===== src/rtl/clkdiv_pkg.sv =====
package clkdiv_pkg;

    // Encodings that turn the ratio field into an integer divisor
    typedef enum logic [2:0] {
        DM_PLUS_ONE    = 3'd0,
        DM_ONE_BASED   = 3'd1,
        DM_ZERO_BYPASS = 3'd2,
        DM_POW2        = 3'd3,
        DM_MAX_AT_ZERO = 3'd4
    } div_mode_e;

    // Divisor register width needed to hold the largest divisor of a mode
    function automatic int div_width(div_mode_e m, int w);
        return (m == DM_POW2) ? (1 << w) : (w + 1);
    endfunction

    // Lower-half update under an upper-half bit mask
    function automatic logic [31:0] masked_merge(logic [15:0] cur, logic [31:0] wd);
        logic [15:0] m;
        m = wd[31:16];
        return {16'h0000, (cur & ~m) | (wd[15:0] & m)};
    endfunction

endpackage


===== src/rtl/clkdiv_ctrl_reg.sv =====
module clkdiv_ctrl_reg
    import clkdiv_pkg::*;
#(
    parameter bit          MASKED    = 1'b0,
    parameter bit          READ_ONLY = 1'b0,
    parameter logic [31:0] RST_WORD  = 32'h0
) (
    input  logic        clk,
    input  logic        rst,
    input  logic        wr_en,
    input  logic [31:0] wr_data,
    output logic [31:0] ctrl_q
);

    logic [31:0] next_word;

    generate
        if (MASKED) begin : g_masked
            assign next_word = masked_merge(ctrl_q[15:0], wr_data);
        end else begin : g_plain
            assign next_word = wr_data;
        end
    endgenerate

    always_ff @(posedge clk) begin
        if (rst) begin
            ctrl_q <= RST_WORD;
        end else if (wr_en && !READ_ONLY) begin
            ctrl_q <= next_word;
        end
    end

endmodule


===== src/rtl/clkdiv_decode.sv =====
module clkdiv_decode
    import clkdiv_pkg::*;
#(
    parameter div_mode_e MODE    = DM_PLUS_ONE,
    parameter int        FIELD_W = 4,
    parameter int        DIV_W   = FIELD_W + 1
) (
    input  logic [FIELD_W-1:0] field,
    output logic [DIV_W-1:0]   divisor
);

    localparam logic [DIV_W-1:0] ONE = {{(DIV_W-1){1'b0}}, 1'b1};

    logic [DIV_W-1:0] wide;
    logic             is_zero;

    assign wide    = {{(DIV_W-FIELD_W){1'b0}}, field};
    assign is_zero = (field == '0);

    always_comb begin
        case (MODE)
            DM_PLUS_ONE:    divisor = wide + ONE;
            DM_ONE_BASED:   divisor = wide;
            DM_ZERO_BYPASS: divisor = is_zero ? ONE : wide;
            DM_POW2:        divisor = ONE << field;
            DM_MAX_AT_ZERO: divisor = is_zero ? (ONE << FIELD_W) : wide;
            default:        divisor = wide + ONE;
        endcase
    end

endmodule


===== src/rtl/clkdiv_core.sv =====
module clkdiv_core #(
    parameter int DIV_W = 5
) (
    input  logic             clk,
    input  logic             rst,
    input  logic [DIV_W-1:0] pend_div,
    input  logic [DIV_W-1:0] rst_div,
    output logic [DIV_W-1:0] act_div,
    output logic             phase_hi,
    output logic             tick,
    output logic             err
);

    localparam logic [DIV_W-1:0] ONE = {{(DIV_W-1){1'b0}}, 1'b1};

    typedef struct packed {
        logic [DIV_W-1:0] cnt;
        logic [DIV_W-1:0] div;
    } period_t;

    period_t st_q, st_d;
    logic    hi_q, err_q;
    logic    at_end;

    // A zero divisor is treated as a permanent boundary so a legal value loads at once
    assign at_end = (st_q.div == '0) || (st_q.cnt == st_q.div - ONE);

    always_comb begin
        st_d = st_q;
        if (at_end) begin
            st_d.cnt = '0;
            st_d.div = pend_div;
        end else begin
            st_d.cnt = st_q.cnt + ONE;
        end
    end

    always_ff @(posedge clk) begin
        if (rst) begin
            st_q  <= '{cnt: '0, div: rst_div};
            hi_q  <= ((rst_div >> 1) != '0);
            err_q <= (rst_div == '0);
        end else begin
            st_q  <= st_d;
            hi_q  <= ((st_d.div >> 1) > st_d.cnt);
            err_q <= err_q | (at_end && (pend_div == '0));
        end
    end

    assign act_div  = st_q.div;
    assign phase_hi = hi_q;
    assign err      = err_q;
    assign tick     = (st_q.div != '0) && (st_q.cnt == '0);

endmodule


===== src/rtl/clkdiv_top.sv =====
module clkdiv_top
    import clkdiv_pkg::*;
#(
    parameter div_mode_e   MODE        = DM_PLUS_ONE,
    parameter int          FIELD_LSB   = 4,
    parameter int          FIELD_W     = 4,
    parameter bit          MASKED      = 1'b0,
    parameter bit          READ_ONLY   = 1'b0,
    parameter logic [31:0] RESET_VALUE = 32'h0000_0030
) (
    input  logic        clk,
    input  logic        rst,
    input  logic        wr_en,
    input  logic [31:0] wr_data,
    output logic [31:0] rd_data,
    output logic        tick,
    output logic        clk_out,
    output logic        err
);

    localparam int          DIV_W    = div_width(MODE, FIELD_W);
    localparam logic [31:0] RST_WORD = MASKED ? {16'h0000, RESET_VALUE[15:0]} : RESET_VALUE;
    localparam logic [DIV_W-1:0] ONE = {{(DIV_W-1){1'b0}}, 1'b1};

    logic [31:0]      ctrl_q;
    logic [DIV_W-1:0] pend_div, rst_div, act_div;
    logic             phase_hi;

    clkdiv_ctrl_reg #(
        .MASKED   (MASKED),
        .READ_ONLY(READ_ONLY),
        .RST_WORD (RST_WORD)
    ) u_reg (
        .clk    (clk),
        .rst    (rst),
        .wr_en  (wr_en),
        .wr_data(wr_data),
        .ctrl_q (ctrl_q)
    );

    clkdiv_decode #(
        .MODE   (MODE),
        .FIELD_W(FIELD_W),
        .DIV_W  (DIV_W)
    ) u_dec_live (
        .field  (ctrl_q[FIELD_LSB +: FIELD_W]),
        .divisor(pend_div)
    );

    clkdiv_decode #(
        .MODE   (MODE),
        .FIELD_W(FIELD_W),
        .DIV_W  (DIV_W)
    ) u_dec_rst (
        .field  (RST_WORD[FIELD_LSB +: FIELD_W]),
        .divisor(rst_div)
    );

    clkdiv_core #(
        .DIV_W(DIV_W)
    ) u_core (
        .clk     (clk),
        .rst     (rst),
        .pend_div(pend_div),
        .rst_div (rst_div),
        .act_div (act_div),
        .phase_hi(phase_hi),
        .tick    (tick),
        .err     (err)
    );

    assign rd_data = ctrl_q;
    assign clk_out = (act_div == ONE) ? clk : phase_hi;

endmodule


===== config.mk =====
export PLATFORM = sky130hd
export DESIGN_NAME = clkdiv_top
export DESIGN_NICKNAME = d
export VERILOG_FILES = /design/src/rtl/clkdiv_pkg.sv /design/src/rtl/clkdiv_ctrl_reg.sv /design/src/rtl/clkdiv_decode.sv /design/src/rtl/clkdiv_core.sv /design/src/rtl/clkdiv_top.sv
export SDC_FILE = /design/constraint.sdc
export NUM_CORES = 1
export LEC_CHECK = 0
export ABC_AREA = 1
export BUFFER_PORTS_ARGS = -buffer_cell sky130_fd_sc_hd__buf_2
export CAP_MARGIN = 20
export CORE_MARGIN = 2
export CORE_UTILIZATION = 49
export CTS_CLUSTER_SIZE = 20
export DETAILED_ROUTE_END_ITERATION = 7
export PLACE_DENSITY = 0.85
export SKIP_CTS_REPAIR_TIMING = 1
export SLEW_MARGIN = 30
export SYNTH_ARGS = -nofsm -noshare
export SYNTH_HDL_FRONTEND = slang
export SYNTH_SLANG_ARGS = --single-unit

===== constraint.sdc =====
create_clock -name clk -period 2.8 [get_ports clk]
set_clock_uncertainty 0.1 [all_clocks]
set_input_delay 0 -clock clk [delete_from_list [all_inputs] [get_ports clk]]
set_output_delay 0 -clock clk [all_outputs]
set_load 0.1 [all_outputs]

Yosys cells after proc, flatten, opt, wreduce, memory -nomap -nowiden
Index checks and enable logic that the tools add are counted.

Add/subtract/negate cells: 3. Magnitude comparators: 1. Eq/ne operators: 2. Muxes and demuxes: 3. Bitwise gates (word level): 1. Reductions and logical operators: 7.

Operator list (number): logical NOT 5 bit (3); two-way mux 5 bit (2); adder 4 x 1 -> 5 bit, second input constant (1); adder 5 x 1 -> 5 bit, second input constant (1); equality test 5 x 1 -> 1 bit, second input constant (1); equality test 5 bit (1); greater-than comparator 4 x 5 -> 1 bit (1); nonzero test 5 bit (1); subtractor 5 x 1 -> 5 bit, second input constant (1); logical AND 1 bit (2); logical OR 1 bit (1); two-way mux 1 bit (1); bitwise OR 1 bit (1).

Flip-flop bits (word level): 44. Bits of input ports: 35. Logic and storage cells: 23.

Longest topological paths before layout
Word-level depth: 5. Depth in mapped cells: 20.

Cells and area by module
Synthesis repeated with hierarchy kept, for this count alone.

Cell total of the unflattened synthesis: 377. Area, all modules: 2457.4 um^2.

By module, submodules not included: clkdiv_ctrl_reg (times used 1, cells an instance 200, area each 1330.0 um^2); clkdiv_core (times used 1, cells an instance 147, area each 970.9 um^2); clkdiv_decode (times used 2, cells an instance 10, area each 55.1 um^2); clkdiv_top (times used 1, cells an instance 10, area each 46.3 um^2).

==> results.ini <==
[floorplan]
fp.dieArea_sq_mm = 0.00463
die_x_um = 68.0
fp.dieH_um = 68.0
core_sq_mm = 0.00397
start_util = 0.506
ios = 70
num_rows = 23

[timing]
min_period_over_period = 0.944
timing_worst_slew_pin_value_ns = 0.950
maxSlewHeadroom = 0.366
setup_viol_count_final = 0
setup_tns_ns = 0
finalMaxSlewViolations = 0
hold_viol_final = 0
period_needed_ns = 2.64
max_freq_mhz = 378
setup_slack_ns = 0.157

[logic_synthesis]
synthesis.area_sq_mm = 0.00201
ys_types = 25
synth_fp_nets = 311
yosysTopAreaCellShare = 0.438
yosys-top-cells-area = dfxtp_1, nor2_1, o21ai_0, ha_1, nand2_1
synth_seq_cells = 44
ys_seq_area_frac = 0.438
synth_cells = 266
avgSynthCellArea_sq_um = 7.55
yosysWarnings = 0
yosysTopAreaCell = dfxtp_1

[cells_and_area]
fillers = 265
syn_to_final_growth_pct = 42.9
drive_gt1_frac = 0.275
nets = 416
diodes = 0

[detailed_routing]
drt_wl_total_um = 6200
avgRoutedWirePerCell_um = 14.7
viasPerCell = 5.25
drtPass1Iterations = 5
vias = 2210
ant_nets = 0
drc = 0
first_iter_violations = 71

[worst_setup_path]
arrival_ns = 2.84
end_kind = flip-flop
worstPathRequired_ns = 2.99
timing_worst_setup_path_type = flip-flop to flip-flop
cpPeakStageDelay_ns = 0.36
critPathBufInv = 3
crit_chain = inv_1, ha_1, xor2_1, nand2_1, nor2_4, nand3_4, nand2_8, buf_12, nand2_4, nand2_1, ha_1, a21oi_1, o21ai_0, o21ai_0, nand2_1, o21ai_0, inv_1
slowest_stage = dfxtp_1
start_kind = flip-flop
path_max_fanout = 8
critPathTopFamily = simple AND/OR/NAND/NOR gates

[global_routing]
grt_max_degree = 35
grt_usage = 0.239
antenna_found_initial = 0
grt_pass1_vias = 1890
grt_overflow = 0
grt_pass1_wl_um = 8090

[placement]
gp_congestion = 0.863
place_ws_ns = 0.295
portBuffers = 69
hpwlAfterDp_um = 3470

[cts]
clk_pin_slew_ns = 0.08
cts_tree = built
insertion_delay_ns = 0.40

[power]
p_leak_nw = 1.45
worst_ir_drop_vdd_v = 0.000580
total_power_mw = 2.80
power.density_mw_per_mm2 = 975

[outcome]
status = complete, no violations

[flow_run]
cap_viol_max_count = 0

[worst_hold_path]
hp-class = input port to flip-flop

logic make-up after synthesis:
group                      share of synthesized area
and+or+nand+nor                                0.288
DFF                                            0.438
AOI/OAI and AO/OA                              0.107
buffers and inverters                         0.0679
adders and majority gates                     0.0623
xor gates and xnor gates                      0.0305
muxes                                        0.00560
cells in the final DEF, fill, tap and decap left out, types with 3 or more instances in the layout:
| cell type | count |
|---|---|
| nand3_1 | 16 |
| xnor2_1 | 3 |
| ha_1 | 10 |
| a21oi_1 | 3 |
| xor2_1 | 4 |
| nand2_2 | 9 |
| o21ai_0 | 35 |
| buf_2 | 69 |
| dfxtp_1 | 44 |
| nor2_1 | 69 |
| nand2_1 | 25 |
| clkbuf_8 | 8 |
| dlygate4sd3_1 | 34 |
| inv_1 | 22 |
tightest hold or removal path, delay by kind of cell:
family        cells  cell delay [ns]
buf+inv           1             0.27
simple gates      2             0.18
synth_stat cells, drive strengths merged:
cell type  count
a21oi          5
xnor2          3
dfxtp         44
nand3b         1
ha            10
xor2           4
nand3         17
buf            2
nor3           2
nand2         36
a21o           1
inv           24
clkbuf         9
mux2           1
nor2          72
o21ai         35
sequential cells by signal (all words and copies together), names as in the netlist:
name / count
u_core.phase_hi: 1
u_core.act_div: 5
u_reg.ctrl_q: 32
u_core.st_q: 5
u_core.err: 1
power by group:
part	switching, mW	leakage, nW	internal (mW)
registers	0.0751	0.364	0.713
clock network	0.281	0.0681	0.269
logic	0.980	1.02	0.483
path summary, 6_finish.rpt:
kind / start / end / slack (ns) / cells past startpoint
max: u_core.act_div[0] / u_core.phase_hi / 0.16 / 17
min: wr_en / u_reg.ctrl_q[5] / 0.006 / 3
max reg2reg: u_core.act_div[0] / u_core.phase_hi / 0.16 / 17
min reg2reg: u_core.err / u_core.err / 0.37 / 2
stage by stage:
stage	area [sq um]	cells	hold slack, ns	utilization
2_1_floorplan	2010	266	0.0264	-
3_3_place_gp	2380	375	0.112	0.600
3_5_place_dp	2380	375	0.115	0.600
4_1_cts	2500	385	-0.306	0.630
5_1_grt	2870	421	0.0422	0.723
6_report	2870	421	0.00617	0.723
per-layer routing:
| layer | routed length, um | track usage |
|---|---|---|
| met5 | 0 | 0 |
| met4 | 257 | 0.103 |
| met3 | 429 | 0.0954 |
| met2 | 3130 | 0.400 |
| met1 | 2390 | 0.268 |
final cells by class:
type	instances	area, sq um	share of cell area
inverters	24	92.6	0.0322
well taps	50	62.6	0.0218
clock inverters	2	12.5	0.00436
flip-flops and latches	44	881	0.307
multi-input cells	187	992	0.346
clock buffers	9	115	0.0401
repair buffers	105	716	0.249
Note: power is estimated with default switching activity, not from simulation.
